==> config.mk <==
export PLATFORM = sky130hd
export DESIGN_NAME = resp_compactor
export DESIGN_NICKNAME = d
export VERILOG_FILES = /design/src/rtl/rc_pkg.sv /design/src/rtl/rc_lane.sv /design/src/rtl/rc_judge.sv /design/src/rtl/resp_compactor.sv
export SDC_FILE = /design/constraint.sdc
export NUM_CORES = 1
export LEC_CHECK = 0
export BUFFER_PORTS_ARGS = -buffer_cell sky130_fd_sc_hd__buf_2
export CORE_UTILIZATION = 58
export DETAILED_ROUTE_END_ITERATION = 10
export PLACE_DENSITY = 0.82
export SLEW_MARGIN = 20
export SYNTH_ARGS = -nofsm -noshare
export SYNTH_HDL_FRONTEND = slang
export SYNTH_SLANG_ARGS = --single-unit
export TNS_END_PERCENT = 10
==> constraint.sdc <==
create_clock -name clk -period 5.7 [get_ports clk]
set_input_delay 0.855 -clock clk [delete_from_list [all_inputs] [get_ports clk]]
set_output_delay 0.855 -clock clk [all_outputs]
set_load 0.02 [all_outputs]
==> src/rtl/rc_pkg.sv <==
package rc_pkg;
  typedef enum logic [1:0] {
    MODE_ONES  = 2'b00,
    MODE_TRANS = 2'b01,
    MODE_SIG   = 2'b10,
    MODE_ONES2 = 2'b11
  } rc_mode_e;

  localparam int SIG_W = 4;
  // low-order taps of x^4 + x + 1
  localparam logic [SIG_W-1:0] SIG_TAPS = 4'b0011;
endpackage

==> src/rtl/rc_lane.sv <==
module rc_lane
  import rc_pkg::*;
#(
  parameter int CNT_W = 8
) (
  input  logic             clk,
  input  logic             rst,
  input  logic             clr,
  input  logic             step,
  input  logic             first,
  input  rc_mode_e         mode,
  input  logic             bit_i,
  output logic [CNT_W-1:0] acc_o
);
  localparam logic [CNT_W-1:0] MAXV = '1;
  localparam int PAD_W = CNT_W - SIG_W;

  logic             prev_q;
  logic [SIG_W-1:0] rem;
  logic [SIG_W-1:0] rem_nx;
  logic             bump;

  always_comb begin
    rem    = acc_o[SIG_W-1:0];
    rem_nx = {rem[SIG_W-2:0], bit_i} ^ (rem[SIG_W-1] ? SIG_TAPS : '0);
    case (mode)
      MODE_TRANS: bump = !first && (bit_i != prev_q);
      MODE_SIG:   bump = 1'b0;
      default:    bump = bit_i;
    endcase
  end

  always_ff @(posedge clk) begin
    if (rst || clr) begin
      acc_o  <= '0;
      prev_q <= 1'b0;
    end else if (step) begin
      prev_q <= bit_i;
      if (mode == MODE_SIG)
        acc_o <= {{PAD_W{1'b0}}, rem_nx};
      else if (bump && acc_o != MAXV)
        acc_o <= acc_o + 1'b1;
    end
  end
endmodule

==> src/rtl/rc_judge.sv <==
module rc_judge #(
  parameter int N_OUT = 4,
  parameter int CNT_W = 8
) (
  input  logic                   clk,
  input  logic                   rst,
  input  logic                   fire,
  input  logic [N_OUT*CNT_W-1:0] acc_flat,
  input  logic [N_OUT*CNT_W-1:0] gold_flat,
  output logic                   done_o,
  output logic                   pass_o,
  output logic [N_OUT-1:0]       fail_mask_o
);
  logic [N_OUT-1:0] miss;

  for (genvar g = 0; g < N_OUT; g++) begin : g_cmp
    assign miss[g] = acc_flat[g*CNT_W +: CNT_W] != gold_flat[g*CNT_W +: CNT_W];
  end

  always_ff @(posedge clk) begin
    if (rst) begin
      done_o      <= 1'b0;
      pass_o      <= 1'b0;
      fail_mask_o <= '0;
    end else begin
      done_o <= fire;
      if (fire) begin
        fail_mask_o <= miss;
        pass_o      <= ~|miss;
      end
    end
  end
endmodule

==> src/rtl/resp_compactor.sv <==
module resp_compactor
  import rc_pkg::*;
#(
  parameter int N_OUT = 4,
  parameter int CNT_W = 8
) (
  input  logic                   clk,
  input  logic                   rst,
  input  logic [1:0]             mode_i,
  input  logic                   start_i,
  input  logic                   valid_i,
  input  logic [N_OUT-1:0]       resp_i,
  input  logic                   end_i,
  input  logic [N_OUT*CNT_W-1:0] golden_i,
  output logic                   done_o,
  output logic                   pass_o,
  output logic [N_OUT-1:0]       fail_mask_o
);
  localparam int ACC_W = N_OUT * CNT_W;

  logic             active_q;
  logic             seen_q;
  rc_mode_e         mode_q;
  logic             step;
  logic             fire;
  logic [ACC_W-1:0] acc_flat;

  assign step = valid_i && active_q && !start_i && !end_i;
  assign fire = end_i && active_q && !start_i;

  always_ff @(posedge clk) begin
    if (rst) begin
      active_q <= 1'b0;
      seen_q   <= 1'b0;
      mode_q   <= MODE_ONES;
    end else if (start_i) begin
      active_q <= 1'b1;
      seen_q   <= 1'b0;
      mode_q   <= rc_mode_e'(mode_i);
    end else begin
      if (end_i) active_q <= 1'b0;
      if (step)  seen_q   <= 1'b1;
    end
  end

  for (genvar g = 0; g < N_OUT; g++) begin : g_lane
    rc_lane #(.CNT_W(CNT_W)) u_lane (
      .clk   (clk),
      .rst   (rst),
      .clr   (start_i),
      .step  (step),
      .first (!seen_q),
      .mode  (mode_q),
      .bit_i (resp_i[g]),
      .acc_o (acc_flat[g*CNT_W +: CNT_W])
    );
  end

  rc_judge #(.N_OUT(N_OUT), .CNT_W(CNT_W)) u_judge (
    .clk         (clk),
    .rst         (rst),
    .fire        (fire),
    .acc_flat    (acc_flat),
    .gold_flat   (golden_i),
    .done_o      (done_o),
    .pass_o      (pass_o),
    .fail_mask_o (fail_mask_o)
  );
endmodule

## Word-level counts from Yosys, hierarchy flattened

Cells that the tools add are included.

- Flip-flop bits (word level): 46
- Bits of input ports: 43
- Output and inout port bits: 6
- Logic and storage cells: 82

- Add/subtract/negate cells: 4
- Equal/unequal tests: 14
- Muxes and demuxes: 18
- Bitwise operators: 4
- Reductions and logical operators: 28

Operator list:

| cell | count |
|---|---|
| $mux 8 | 8 |
| $add 8x1->8 const B | 4 |
| $ne 8x8->1 | 4 |
| $ne 8x8->1 const B | 4 |
| $xor 4x4->4 | 4 |
| $logic_and 1x1->1 | 13 |
| $reduce_bool 2->1 | 5 |
| $mux 2 | 4 |
| $pmux 1 s2 | 4 |
| $reduce_and 2->1 | 4 |
| $ne 1x1->1 | 4 |
| $reduce_or 4->1 | 1 |
| $logic_not 1->1 | 3 |
| $eq 2x1->1 const B | 1 |
| $eq 2x2->1 const B | 1 |
| $mux 1 | 2 |
| $reduce_or 2->1 | 1 |
| $logic_or 1x1->1 | 1 |

## Longest topological paths before layout

Gate-level depths: netlist of the first run.

- Word-level depth: 6
- Gate-level depth with buffers: 9
- Depth with buffers taken out: 7

## Cells and area by module

Synthesis of the first run repeated with hierarchy kept, for this count alone.

- Cells, all modules: 417
- Area, all modules: 3,508.4 sq um

By module, submodules not included:

| module | instances | cells an instance | area an instance (sq um) | seq. area each (sq um) |
|---|---|---|---|---|
| rc_lane | 4 | 84 | 698.2 | 180.2 |
| rc_judge | 1 | 65 | 550.5 | 120.1 |
| resp_compactor | 1 | 16 | 165.2 | 80.1 |

## Least setup slack after synthesis of the first run

OpenSTA, ideal clock, no wires.

- Path kind: input-to-reg
- Start point: input start_i
- End point: register g_lane[0].u_lane.acc_o[7]
- Setup time: 0.127 ns
- Arrival time: 2.060 ns
- Data required time: 5.573 ns
- Slack: 3.513 ns
- Stages: 7
- Buffers on the path: 2
- Cell sequence: clkbuf_1 -> and4bb_1 -> buf_2 -> o21ai_1 -> o21ai_2 -> nor2_1 -> or3_1

- Longest elaborated chain between the ends: 4
- Elaborated cells between the ends (all ways): 5
- Classes of those cells: reduce/logical (5)

Ends and longest elaborated chain:

| what | RTL line | text |
|---|---|---|
| from (decl) | resp_compactor.sv:10 | `input logic start_i,` |
| $logic_not 1->1 | resp_compactor.sv:28 | `assign step = valid_i && active_q && !start_i && !end_i;` |
| $logic_and 1x1->1 (2 in a row) | resp_compactor.sv:28 |  |
| $reduce_and 2->1 (no line) | -- |  |
| to (signal assigned) | rc_lane.sv:40 | `acc_o <= {{PAD_W{1'b0}}, rem_nx};` |
| to (signal assigned) | rc_lane.sv:42 | `acc_o <= acc_o + 1'b1;` |
| to (decl) | rc_lane.sv:13 | `output logic [CNT_W-1:0] acc_o` |

Parallel ways exist; a longest one is shown, timed or not.
A chain may end at the register's enable or synchronous reset.

## Final worst setup path of the first run

- Start point: input rst
- End point: register g_lane[3].u_lane.acc_o[2]

- Longest elaborated chain between the ends: 1

Ends and longest elaborated chain:

| what | RTL line | text |
|---|---|---|
| from (decl) | resp_compactor.sv:8 | `input logic rst,` |
| $logic_or 1x1->1 | rc_lane.sv:34 | `if (rst \|\| clr) begin` |
| to (signal assigned) | rc_lane.sv:40 |  |
| to (signal assigned) | rc_lane.sv:42 |  |
| to (decl) | rc_lane.sv:13 |  |

Every way passes these cells.

==> out/qor.csv, run 1 <==
metric,value,unit
start_util,60.6,%
hold_path_class,reg2reg,
numCtsBuffers,5,
p_int,0.556,mW
cts-root-buf,clkbuf_8,
critical_path_depth,6,
crit_buf_inv,1,
clock-sinks,46,
dp.final_hpwl,5.80,mm
synthesis.area,3120,um2
dr.max_layer_used,met4,
htreeDepth,2,
synth_ff_type,dfxtp_1,
worstMarginPinSlew,1080,ps
leakagePower,1.28,nW
fin_nets,469,
wl_per_cell,16.8,um
wl_met1,3.43,mm
rsz0062_at_grt,no,
r2r_cells,7,
ctsResizeCount,0,
worstPathMaxFanout,16,
clock_skew,7.51,ps
timing.rr.start,mode_q[0],
grt_usage,30.0,%
grt_pass1_vias,2768,
die_area,5670,um2
r2r_setup_slack,3410,ps
drt_pass1_iterations,5,
crit_type,in2reg,
endpoint,g_lane[3].u_lane.acc_o[2],
drt_wl_total,8.23,mm
syn_to_final_growth,11.8,%
grt_max_degree,44,
slowest_delay,840,ps
fin_cells,491,
post-route-util,67.7,%
p_switching,0.187,mW
synth_warnings,0,
grt-ovfl-total,0,
max_slew_margin,27.8,%
diodes,0,
cp_common_cell,nand2_1,
clock_path_buffers,2,
ant_nets,0,
fin_crit_sh,49.3,%
syn_nets,438,
async_flop_share,0,%
cp_slowest_cell,nor2_1,
drv_cap,0,
slew_violations,0,
fmax,0.356,GHz
synthDistinctLibCells,65,
cp.arrival,3050,ps
die_h,75.3,um
post-place-cells,483,
drc,0,
routed_via_density,6.36,
synth-edff-count,0,
vdd_drop_max,0.000149,V
critPathLaunch,rst,
ys_seq_area_share,29.6,%
avgSynthCellArea,8.01,um2
drive_above_1_share,16.6,%
fin_crit,2810,ps
syn_inst,389,
worstSkewPairLatency,310,ps
power,0.744,mW
required,5940,ps
combPwrFrac,13.2,%
postCtsSetupBuffers,0,
status,"complete, no violations",
fin_setup_tns,0,ps
placement.io_buffers,48,
clk_pin_slew_worst_paths,90,ps
crit_family,simple AND/OR/NAND/NOR gates,
worst_setup_path_start_kind,primary input,
pwr-share-seq,45.0,%
holdWs,467,ps
cts_tree,built,
regToRegEndpoint,g_lane[0].u_lane.acc_o[7],
wl_met2,3.93,mm
cp-end-kind,flop,
antenna_found_initial,0,
finalSetupViolCount,0,
crit_chain,"buf_2, nor2_1, nand2_1, nor4b_1, nand2_1, a32oi_1",
fp.dieW,75.3,um
first_iter_violations,327,
p_clk_share,41.8,%
floorplan.rows,26,
num_vias,3121,
io_pins,49,
grt_pass1_wl,12.9,mm
place.gp.congestion,0.905,
p_sw_share,25.2,%
wl_met3,706,um
power_density,214,nW/um2
hold_violations,0,
synth-seq-cells,46,
cts_hold_buf,0,
core_area,5140,um2
power groups by stage:
stage               clock [mW]  combinational, mW  sequential (mW)
floorplan                    0             0.0622            0.341
global placement             0             0.0923            0.341
detailed placement           0             0.0961            0.342
CTS                      0.311             0.0969            0.334
global route             0.322              0.107            0.335
finish                   0.311             0.0984            0.334
cell type report:
type	count	area [um2]
clock buffer	6	82.6
clock inverter	2	60.1
fill	440	1660
inverter	11	41.3
multi-input combinational	307	2040
sequential	46	921
tap	70	87.6
timing repair buffer	49	248
cells by family (layout without fill, tap and decap cells):
group / after synthesis / after routing / share of synthesized area, %
muxes: 3 / 3 / 0.964
DFF: 46 / 46 / 29.6
adders and majority gates: 6 / 6 / 2.41
AOI/OAI and AO/OA: 92 / 92 / 22.5
xor gates and xnor gates: 40 / 40 / 11.2
buffers and inverters: 36 / 68 / 4.90
and+or+nand+nor: 166 / 166 / 28.4
state kept, by name, summed over array words and instances, names as in the netlist:
signal / count
active_q: 1
u_judge.done_o: 1
g_lane.u_lane.acc_o: 32
g_lane.u_lane.prev_q: 4
mode_q: 2
u_judge.pass_o: 1
seen_q: 1
u_judge.fail_mask_o: 4
how the worst min path moves through the flow:
stage | startpoint | endpoint | slack (ps) | cells after the start
detailed placement | g_lane[0].u_lane.prev_q | g_lane[0].u_lane.prev_q | 460 | 2
global placement | g_lane[0].u_lane.prev_q | g_lane[0].u_lane.prev_q | 450 | 2
CTS | g_lane[0].u_lane.prev_q | g_lane[0].u_lane.prev_q | 470 | 2
finish | g_lane[0].u_lane.prev_q | g_lane[0].u_lane.prev_q | 470 | 2
floorplan | g_lane[0].u_lane.prev_q | g_lane[0].u_lane.prev_q | 440 | 2
global route | u_judge.pass_o | u_judge.pass_o | 500 | 2
cells in the mapped netlist, drive strengths merged (3+ instances only):
| master | count | area, um2 |
|---|---|---|
| nor2 | 43 | 161 |
| a21oi | 16 | 80.1 |
| nand4 | 17 | 106 |
| dfxtp | 46 | 921 |
| a211oi | 4 | 30.0 |
| a31oi | 8 | 50.1 |
| and2 | 3 | 18.8 |
| nand4b | 3 | 26.3 |
| nor3 | 7 | 46.3 |
| nand3 | 18 | 90.1 |
| a22oi | 6 | 45.0 |
| a32oi | 4 | 35.0 |
| and4 | 5 | 43.8 |
| inv | 11 | 41.3 |
| nand3b | 3 | 35.0 |
| o31ai | 6 | 45.0 |
| o31a | 5 | 43.8 |
| xor2 | 5 | 43.8 |
| xnor2 | 35 | 307 |
| and3b | 3 | 26.3 |
| mux2i | 3 | 30.0 |
| clkbuf | 18 | 67.6 |
| buf | 7 | 43.8 |
| ha | 6 | 75.1 |
| o21ai | 13 | 68.8 |
| and3 | 7 | 43.8 |
| nand2 | 42 | 158 |
| nor4 | 4 | 25.0 |
| o211ai | 5 | 37.5 |
layer usage:
metal	vias to the layer above	track usage (%)
met5	-	0
met4	0	11.1
met3	17	6.75
met2	153	49.9
met1	1462	38.3
li1	1489	-
tightest hold or removal path, stage by stage, from the launching register on:
cell     delay [ps]
dfxtp_1         320
nand2_1          50
a21oi_1          50
per-stage QoR:
stage               setup WS, ps  instance area (um2)
CTS                         3040                 3480
finish                      2890                 3480
global placement            2820                 3340
global route                2730                 3480
detailed placement          2670                 3340
floorplan                   3510                 3120
cells in the final DEF (no fill, tap or decap), drive strengths merged, types with 3 or more instances in the layout:
master and instances:
o31ai 6, o31a 5, clkbuf 6, ha 6, nand4b 3, a31oi 8, and3 7, o21ai 13
nand4 17, a21oi 16, a32oi 4, inv 11, dfxtp 46, xnor2 35, nor3 7, a22oi 6
nor2 43, buf 49, and2 3, a211oi 4, nor4 4, nand2 42, nand3b 3, and4 5
mux2i 3, o211ai 5, xor2 5, nand3 18, and3b 3
Note: power is estimated with default switching activity, not from simulation.
==> inputs of run 2 (changes only) <==
--- a/config.mk
+++ b/config.mk
@@ -6,9 +6,9 @@
 export NUM_CORES = 1
 export LEC_CHECK = 0
 export BUFFER_PORTS_ARGS = -buffer_cell sky130_fd_sc_hd__buf_2
-export CORE_UTILIZATION = 58
+export CORE_UTILIZATION = 57
 export DETAILED_ROUTE_END_ITERATION = 10
-export PLACE_DENSITY = 0.82
+export PLACE_DENSITY = 0.81
 export SLEW_MARGIN = 20
 export SYNTH_ARGS = -nofsm -noshare
 export SYNTH_HDL_FRONTEND = slang
==> constraint.sdc (replaced) <==
create_clock -name clk -period 2.9 [get_ports clk]
set_input_delay 0.435 -clock clk [delete_from_list [all_inputs] [get_ports clk]]
set_output_delay 0.435 -clock clk [all_outputs]
set_load 0.02 [all_outputs]
==> out/qor.csv, run 2 (same netlist as run 1, synthesis figures left out) <==
metric,value,unit,change
status,"complete, no violations",,
worstMarginPinSlew,689,ps,-390 ps
cts-root-buf,clkbuf_8,,
power_density,360,nW/um2,+68%
largest_reg_flops,32,,unchanged
placed_area,3360,um2,+0.67%
fin_nets,472,,+0.64%
clock-sinks,46,,unchanged
start_util,60.2,%,-0.38 points
dp.final_hpwl,5.75,mm,-0.87%
clk_pin_slew_worst_paths,90,ps,about the same
layout_common_cells,"buf_2, dfxtp_1, nor2_1, nand2_1, xnor2_1",,
hold_path_class,in2reg,,
grt_usage,28.0,%,-2.1 points
htreeDepth,2,,unchanged
grt-ovfl-total,0,,unchanged
clock_path_buffers,2,,unchanged
finalSetupViolCount,0,,unchanged
vdd_drop_max,0.000289,V,+94%
fin_setup_tns,0,ps,unchanged
setup_slack,724,ps,-2170 ps
slew_violations,0,,unchanged
cp.arrival,2360,ps,-690 ps
layout_commonest_cell,buf_2,,
grt_max_degree,25,,-43%
drc,0,,unchanged
antenna_found_initial,0,,unchanged
ctsResizeCount,0,,unchanged
worst_setup_path_start_kind,flop,,
fin_crit,2180,ps,
multi_input_area,2040,um2,unchanged
crit_type,reg2reg,,
p_clk_share,31.3,%,-10 points
drt_wl_total,7.91,mm,-3.9%
grt_pass1_vias,2886,,+4.3%
p_int,0.894,mW,+61%
rsz0062_at_grt,no,,
required,3090,ps,-2850 ps
max_slew_margin,54.1,%,+26 points
hold_violations,0,,unchanged
p_switching,0.342,mW,+83%
placement.io_buffers,48,,unchanged
dp_slack,690,ps,-1980 ps
postCtsSetupBuffers,0,,unchanged
io_pins,49,,unchanged
clock_skew,4.30,ps,-3.21 ps
die_h,75.9,um,+0.85%
worstSkewPairLatency,300,ps,about the same
fillCellCount,452,,+2.7%
routed_via_density,6.37,,+0.20%
worstPathMaxFanout,7,,-9
num_vias,3140,,+0.61%
first_iter_violations,465,,+42%
combPwrFrac,15.6,%,+2.4 points
reg_top3,"g_lane.u_lane.acc_o (32), g_lane.u_lane.prev_q (4), u_judge.fail_mask_o (4)",,
leakagePower,1.26,nW,-1.4%
drt_pass1_iterations,5,,unchanged
fin_area,3440,um2,-1.3%
diodes,0,,unchanged
p_sw_share,27.7,%,+2.5 points
pwr-share-seq,53.1,%,+8.1 points
drv_cap,0,,unchanged
fmax,0.460,GHz,
core_area,5170,um2,+0.63%
grt_pass1_wl,13.4,mm,+3.4%
floorplan.rows,26,,unchanged
top_register,g_lane.u_lane.acc_o,,
syn_to_final_growth,10.4,%,
place.gp.congestion,0.906,,about the same
cts_hold_buf,0,,unchanged
r2r_setup_slack,720,ps,-2690 ps
seqCellArea,921,um2,unchanged
drive_above_1_share,16.5,%,-0.079 points
numCtsBuffers,5,,unchanged
ant_nets,0,,unchanged
die_area,5770,um2,+1.7%
fin_crit_sh,75.0,%,
cp-end-kind,flop,,
fp.dieW,75.9,um,+0.85%
wl_per_cell,16.0,um,-4.2%
cts_tree,built,,
-- run 2: changes by cell type in the layout (fill, tap and decap cells not counted) --
cell and delta:
buf_4 +3, bufinv_16 -2, clkbuf_1 +2, clkbuf_8 -1
-- run 2: layout make-up --
type | instances | area share [%]
flip-flops and latches | 46 | 26.8
well taps | 70 | 2.55
repair buffers | 52 | 7.86
inverters | 11 | 1.20
multi-input cells | 307 | 59.4
clock buffers | 7 | 2.22
-- run 2: per-layer routing --
layer,vias up,GRT usage (%),part of all wire (%)
met4,0,7.88,1.8
met2,167,45.9,46
met3,19,3.37,6.8
met5,-,0,0
li1,1500,-,-
met1,1454,38.5,45
-- run 2: per-stage QoR --
step | hold slack [ps] | instances | total power, mW | utilization, %
after floorplan | 441 | 389 | 0.793 | -
after global placement | 453 | 486 | 0.856 | 65.0
after detailed placement | 457 | 486 | 0.860 | 65.0
after CTS | 382 | 493 | 1.23 | 66.5
after global routing | 389 | 493 | 1.27 | 66.5
final | 374 | 493 | 1.24 | 66.5
-- run 2: worst max-delay path, stage by stage, from the launching register on --
cell	delay, ps
dfxtp_1	360
inv_1	50
ha_1	420
and3b_1	250
a221oi_4	390
nand2b_2	220
nor3_1	50
or3_1	330
-- run 2: final timing paths --
| path | startpoint | end | cells after the start |
|---|---|---|---|
| setup reg to reg | mode_q[0] | g_lane[0].u_lane.acc_o[7] | 7 |
| hold / removal | mode_i[1] | mode_q[1] | 3 |
| hold reg to reg | g_lane[0].u_lane.prev_q | g_lane[0].u_lane.prev_q | 2 |
| setup / recovery | mode_q[0] | g_lane[0].u_lane.acc_o[7] | 7 |
-- run 2: power groups by stage --
stage | sequential [mW] | combinational, mW | clock [mW]
2_1_floorplan | 0.671 | 0.122 | 0
3_3_place_gp | 0.671 | 0.185 | 0
3_5_place_dp | 0.671 | 0.189 | 0
4_1_cts | 0.656 | 0.190 | 0.379
5_1_grt | 0.659 | 0.209 | 0.404
6_report | 0.657 | 0.192 | 0.388
==> inputs of run 3 (changes only) <==
--- a/config.mk
+++ b/config.mk
@@ -5,10 +5,11 @@
 export SDC_FILE = /design/constraint.sdc
 export NUM_CORES = 1
 export LEC_CHECK = 0
+export ABC_AREA = 1
 export BUFFER_PORTS_ARGS = -buffer_cell sky130_fd_sc_hd__buf_2
-export CORE_UTILIZATION = 57
+export CORE_UTILIZATION = 58
 export DETAILED_ROUTE_END_ITERATION = 10
-export PLACE_DENSITY = 0.81
+export PLACE_DENSITY = 0.82
 export SLEW_MARGIN = 20
 export SYNTH_ARGS = -nofsm -noshare
 export SYNTH_HDL_FRONTEND = slang
==> constraint.sdc (replaced) <==
create_clock -name clk -period 2.28 [get_ports clk]
set_input_delay 0.342 -clock clk [delete_from_list [all_inputs] [get_ports clk]]
set_output_delay 0.342 -clock clk [all_outputs]
set_load 0.02 [all_outputs]
==> out/qor.csv, run 3 <==
metric,value,unit,change
status,"complete, no violations",,
layout_common_cells,"nand2_1, nor2_1, inv_1, buf_2, dfxtp_1",,
clock_skew,2.83,ps,-1.48 ps
timing.rr.start,mode_q[0],,
reg_top3,"g_lane.u_lane.acc_o (32), g_lane.u_lane.prev_q (4), u_judge.fail_mask_o (4)",,
routed_via_density,5.14,,-19%
clock_path_buffers,2,,unchanged
synthDominantCellAreaShare,28.0,%,-1.6 points
num_vias,3466,,+10%
first_iter_violations,140,,-70%
core_area,5470,um2,+5.8%
post-place-cells,666,,+37%
synth_ff_type,dfxtp_1,,
antenna_found_initial,0,,unchanged
async_flop_share,0,%,unchanged
max_slew_margin,43.8,%,-10 points
drive_above_1_share,13.0,%,-3.6 points
die_area,5980,um2,+3.7%
worstPathMaxFanout,7,,unchanged
crit_type,reg2reg,,
layout_commonest_cell,nand2_1,,
r2r_setup_slack,430,ps,-290 ps
synth-edff-count,0,,unchanged
die_h,77.3,um,+1.8%
fin_crit_sh,81.1,%,+6.1 points
htreeDepth,2,,unchanged
slew_violations,0,,unchanged
grt_pass1_wl,13.0,mm,-2.4%
ctsResizeCount,0,,unchanged
finalSetupViolCount,0,,unchanged
clock-sinks,46,,unchanged
ant_nets,0,,unchanged
grt_max_degree,26,,+4.0%
worst_setup_path_start_kind,flop,,
place.gp.congestion,0.825,,-8.9%
fin_cells,674,,+37%
ys_top_cells_by_count,"nand2_1, nor2_1, inv_1",,
vdd_drop_max,0.000478,V,+65%
io_pins,49,,unchanged
dp.final_hpwl,5.51,mm,-4.1%
floorplan.rows,27,,+3.8%
critPathLaunch,mode_q[0],,
synth_area_leaders,"dfxtp_1, nand2_1, nor2_1, inv_1, o21ai_0",,
synthesis.area,3290,um2,+5.6%
start_util,60.1,%,-0.10 points
placement.io_buffers,48,,unchanged
numCtsBuffers,5,,unchanged
synth_warnings,0,,unchanged
leakagePower,1.62,nW,+28%
required,2500,ps,-590 ps
diodes,0,,unchanged
fin_crit,1850,ps,-327 ps
clk_pin_slew_worst_paths,80,ps,about the same
worstMarginPinSlew,842,ps,+153 ps
hold_path_class,in2reg,,
grt_usage,26.5,%,-1.4 points
ys_seq_area_share,28.0,%,-1.6 points
cp-end-kind,flop,,
fp.dieW,77.3,um,+1.8%
hold_violations,0,,unchanged
cts-root-buf,clkbuf_8,,
grt-ovfl-total,0,,unchanged
synth-seq-cells,46,,unchanged
cts_hold_buf,0,,unchanged
power,1.56,mW,+26%
fin_setup_tns,0,ps,unchanged
fmax,0.541,GHz,+18%
worstSkewPairLatency,300,ps,about the same
grt_pass1_vias,3161,,+9.5%
top_register,g_lane.u_lane.acc_o,,
synth_top_area_cell,dfxtp_1,,
largest_reg_flops,32,,unchanged
yosysMostFrequentCell,nand2_1,,
rsz0062_at_grt,no,,
cp.arrival,2070,ps,-290 ps
synthDistinctLibCells,29,,-55%
postCtsSetupBuffers,0,,unchanged
syn_inst,561,,+44%
drv_cap,0,,unchanged
drt_pass1_iterations,4,,-1
wl_per_cell,11.1,um,-31%
syn_to_final_growth,10.5,%,
syn_nets,610,,+39%
hp-start,rst,,
fillCellCount,544,,+20%
avgSynthCellArea,5.87,um2,-27%
power_density,428,nW/um2,+19%
drc,0,,unchanged
fin_nets,650,,+38%
drt_wl_total,7.46,mm,-5.7%
cts_tree,built,,
==> run 3: metrics by stage <==
stage / worst slack (ps) / hold WS, ps / cell area [um2] / utilization, %
4_1_cts: 439 / 236 / 3640 / 66.5
6_report: 431 / 244 / 3640 / 66.5
3_5_place_dp: 485 / 451 / 3550 / 64.8
2_1_floorplan: 721 / 411 / 3290 / -
3_3_place_gp: 591 / 447 / 3550 / 64.8
5_1_grt: 256 / 270 / 3640 / 66.5
==> run 3: cells by family (layout without fill, tap and decap cells) <==
family / after synthesis / after routing / share of synthesized area [%]
adder cells (fa/ha/maj): 6 / 6 / 2.28
flip-flops: 46 / 46 / 28.0
AND/OR/NAND/NOR: 317 / 317 / 40.7
buffers and inverters: 95 / 136 / 11.7
AO/OA/AOI/OAI: 83 / 83 / 13.5
XOR/XNOR: 14 / 14 / 3.73
==> run 3: where the power goes <==
| group | internal, mW | switching [mW] |
|---|---|---|
| clock network | 0.245 | 0.270 |
| registers | 0.811 | 0.00649 |
| logic | 0.0803 | 0.142 |
==> run 3: cell type report <==
type	instances	area [um2]	area share [%]
multi-input combinational	420	1980	54.5
inverter	77	289	7.95
sequential	46	921	25.3
timing repair buffer	51	263	7.22
clock inverter	1	5.00	0.138
tap	72	90.1	2.48
clock buffer	7	86.3	2.37
==> run 3: critical path: stages, from the launching register on <==
cell	delay, ps
dfxtp_1	340
inv_1	70
ha_1	370
o21ai_0	220
nand3_1	110
nor2_2	200
nor2_2	70
nor2_4	170
nand2_1	70
a21oi_1	150
==> run 3: final timing paths <==
path	end	cells after the start
hold reg to reg	g_lane[2].u_lane.prev_q	2
setup / recovery	g_lane[2].u_lane.acc_o[3]	9
setup reg to reg	g_lane[2].u_lane.acc_o[3]	9
hold / removal	u_judge.pass_o	2
==> run 3: layer usage <==
| layer | share of wire, % | GRT usage (%) |
|---|---|---|
| met1 | 48 | 32.8 |
| met2 | 47 | 45.3 |
| met3 | 4.7 | 4.88 |
| met4 | 1.0 | 10.0 |
| met5 | 0 | 0 |
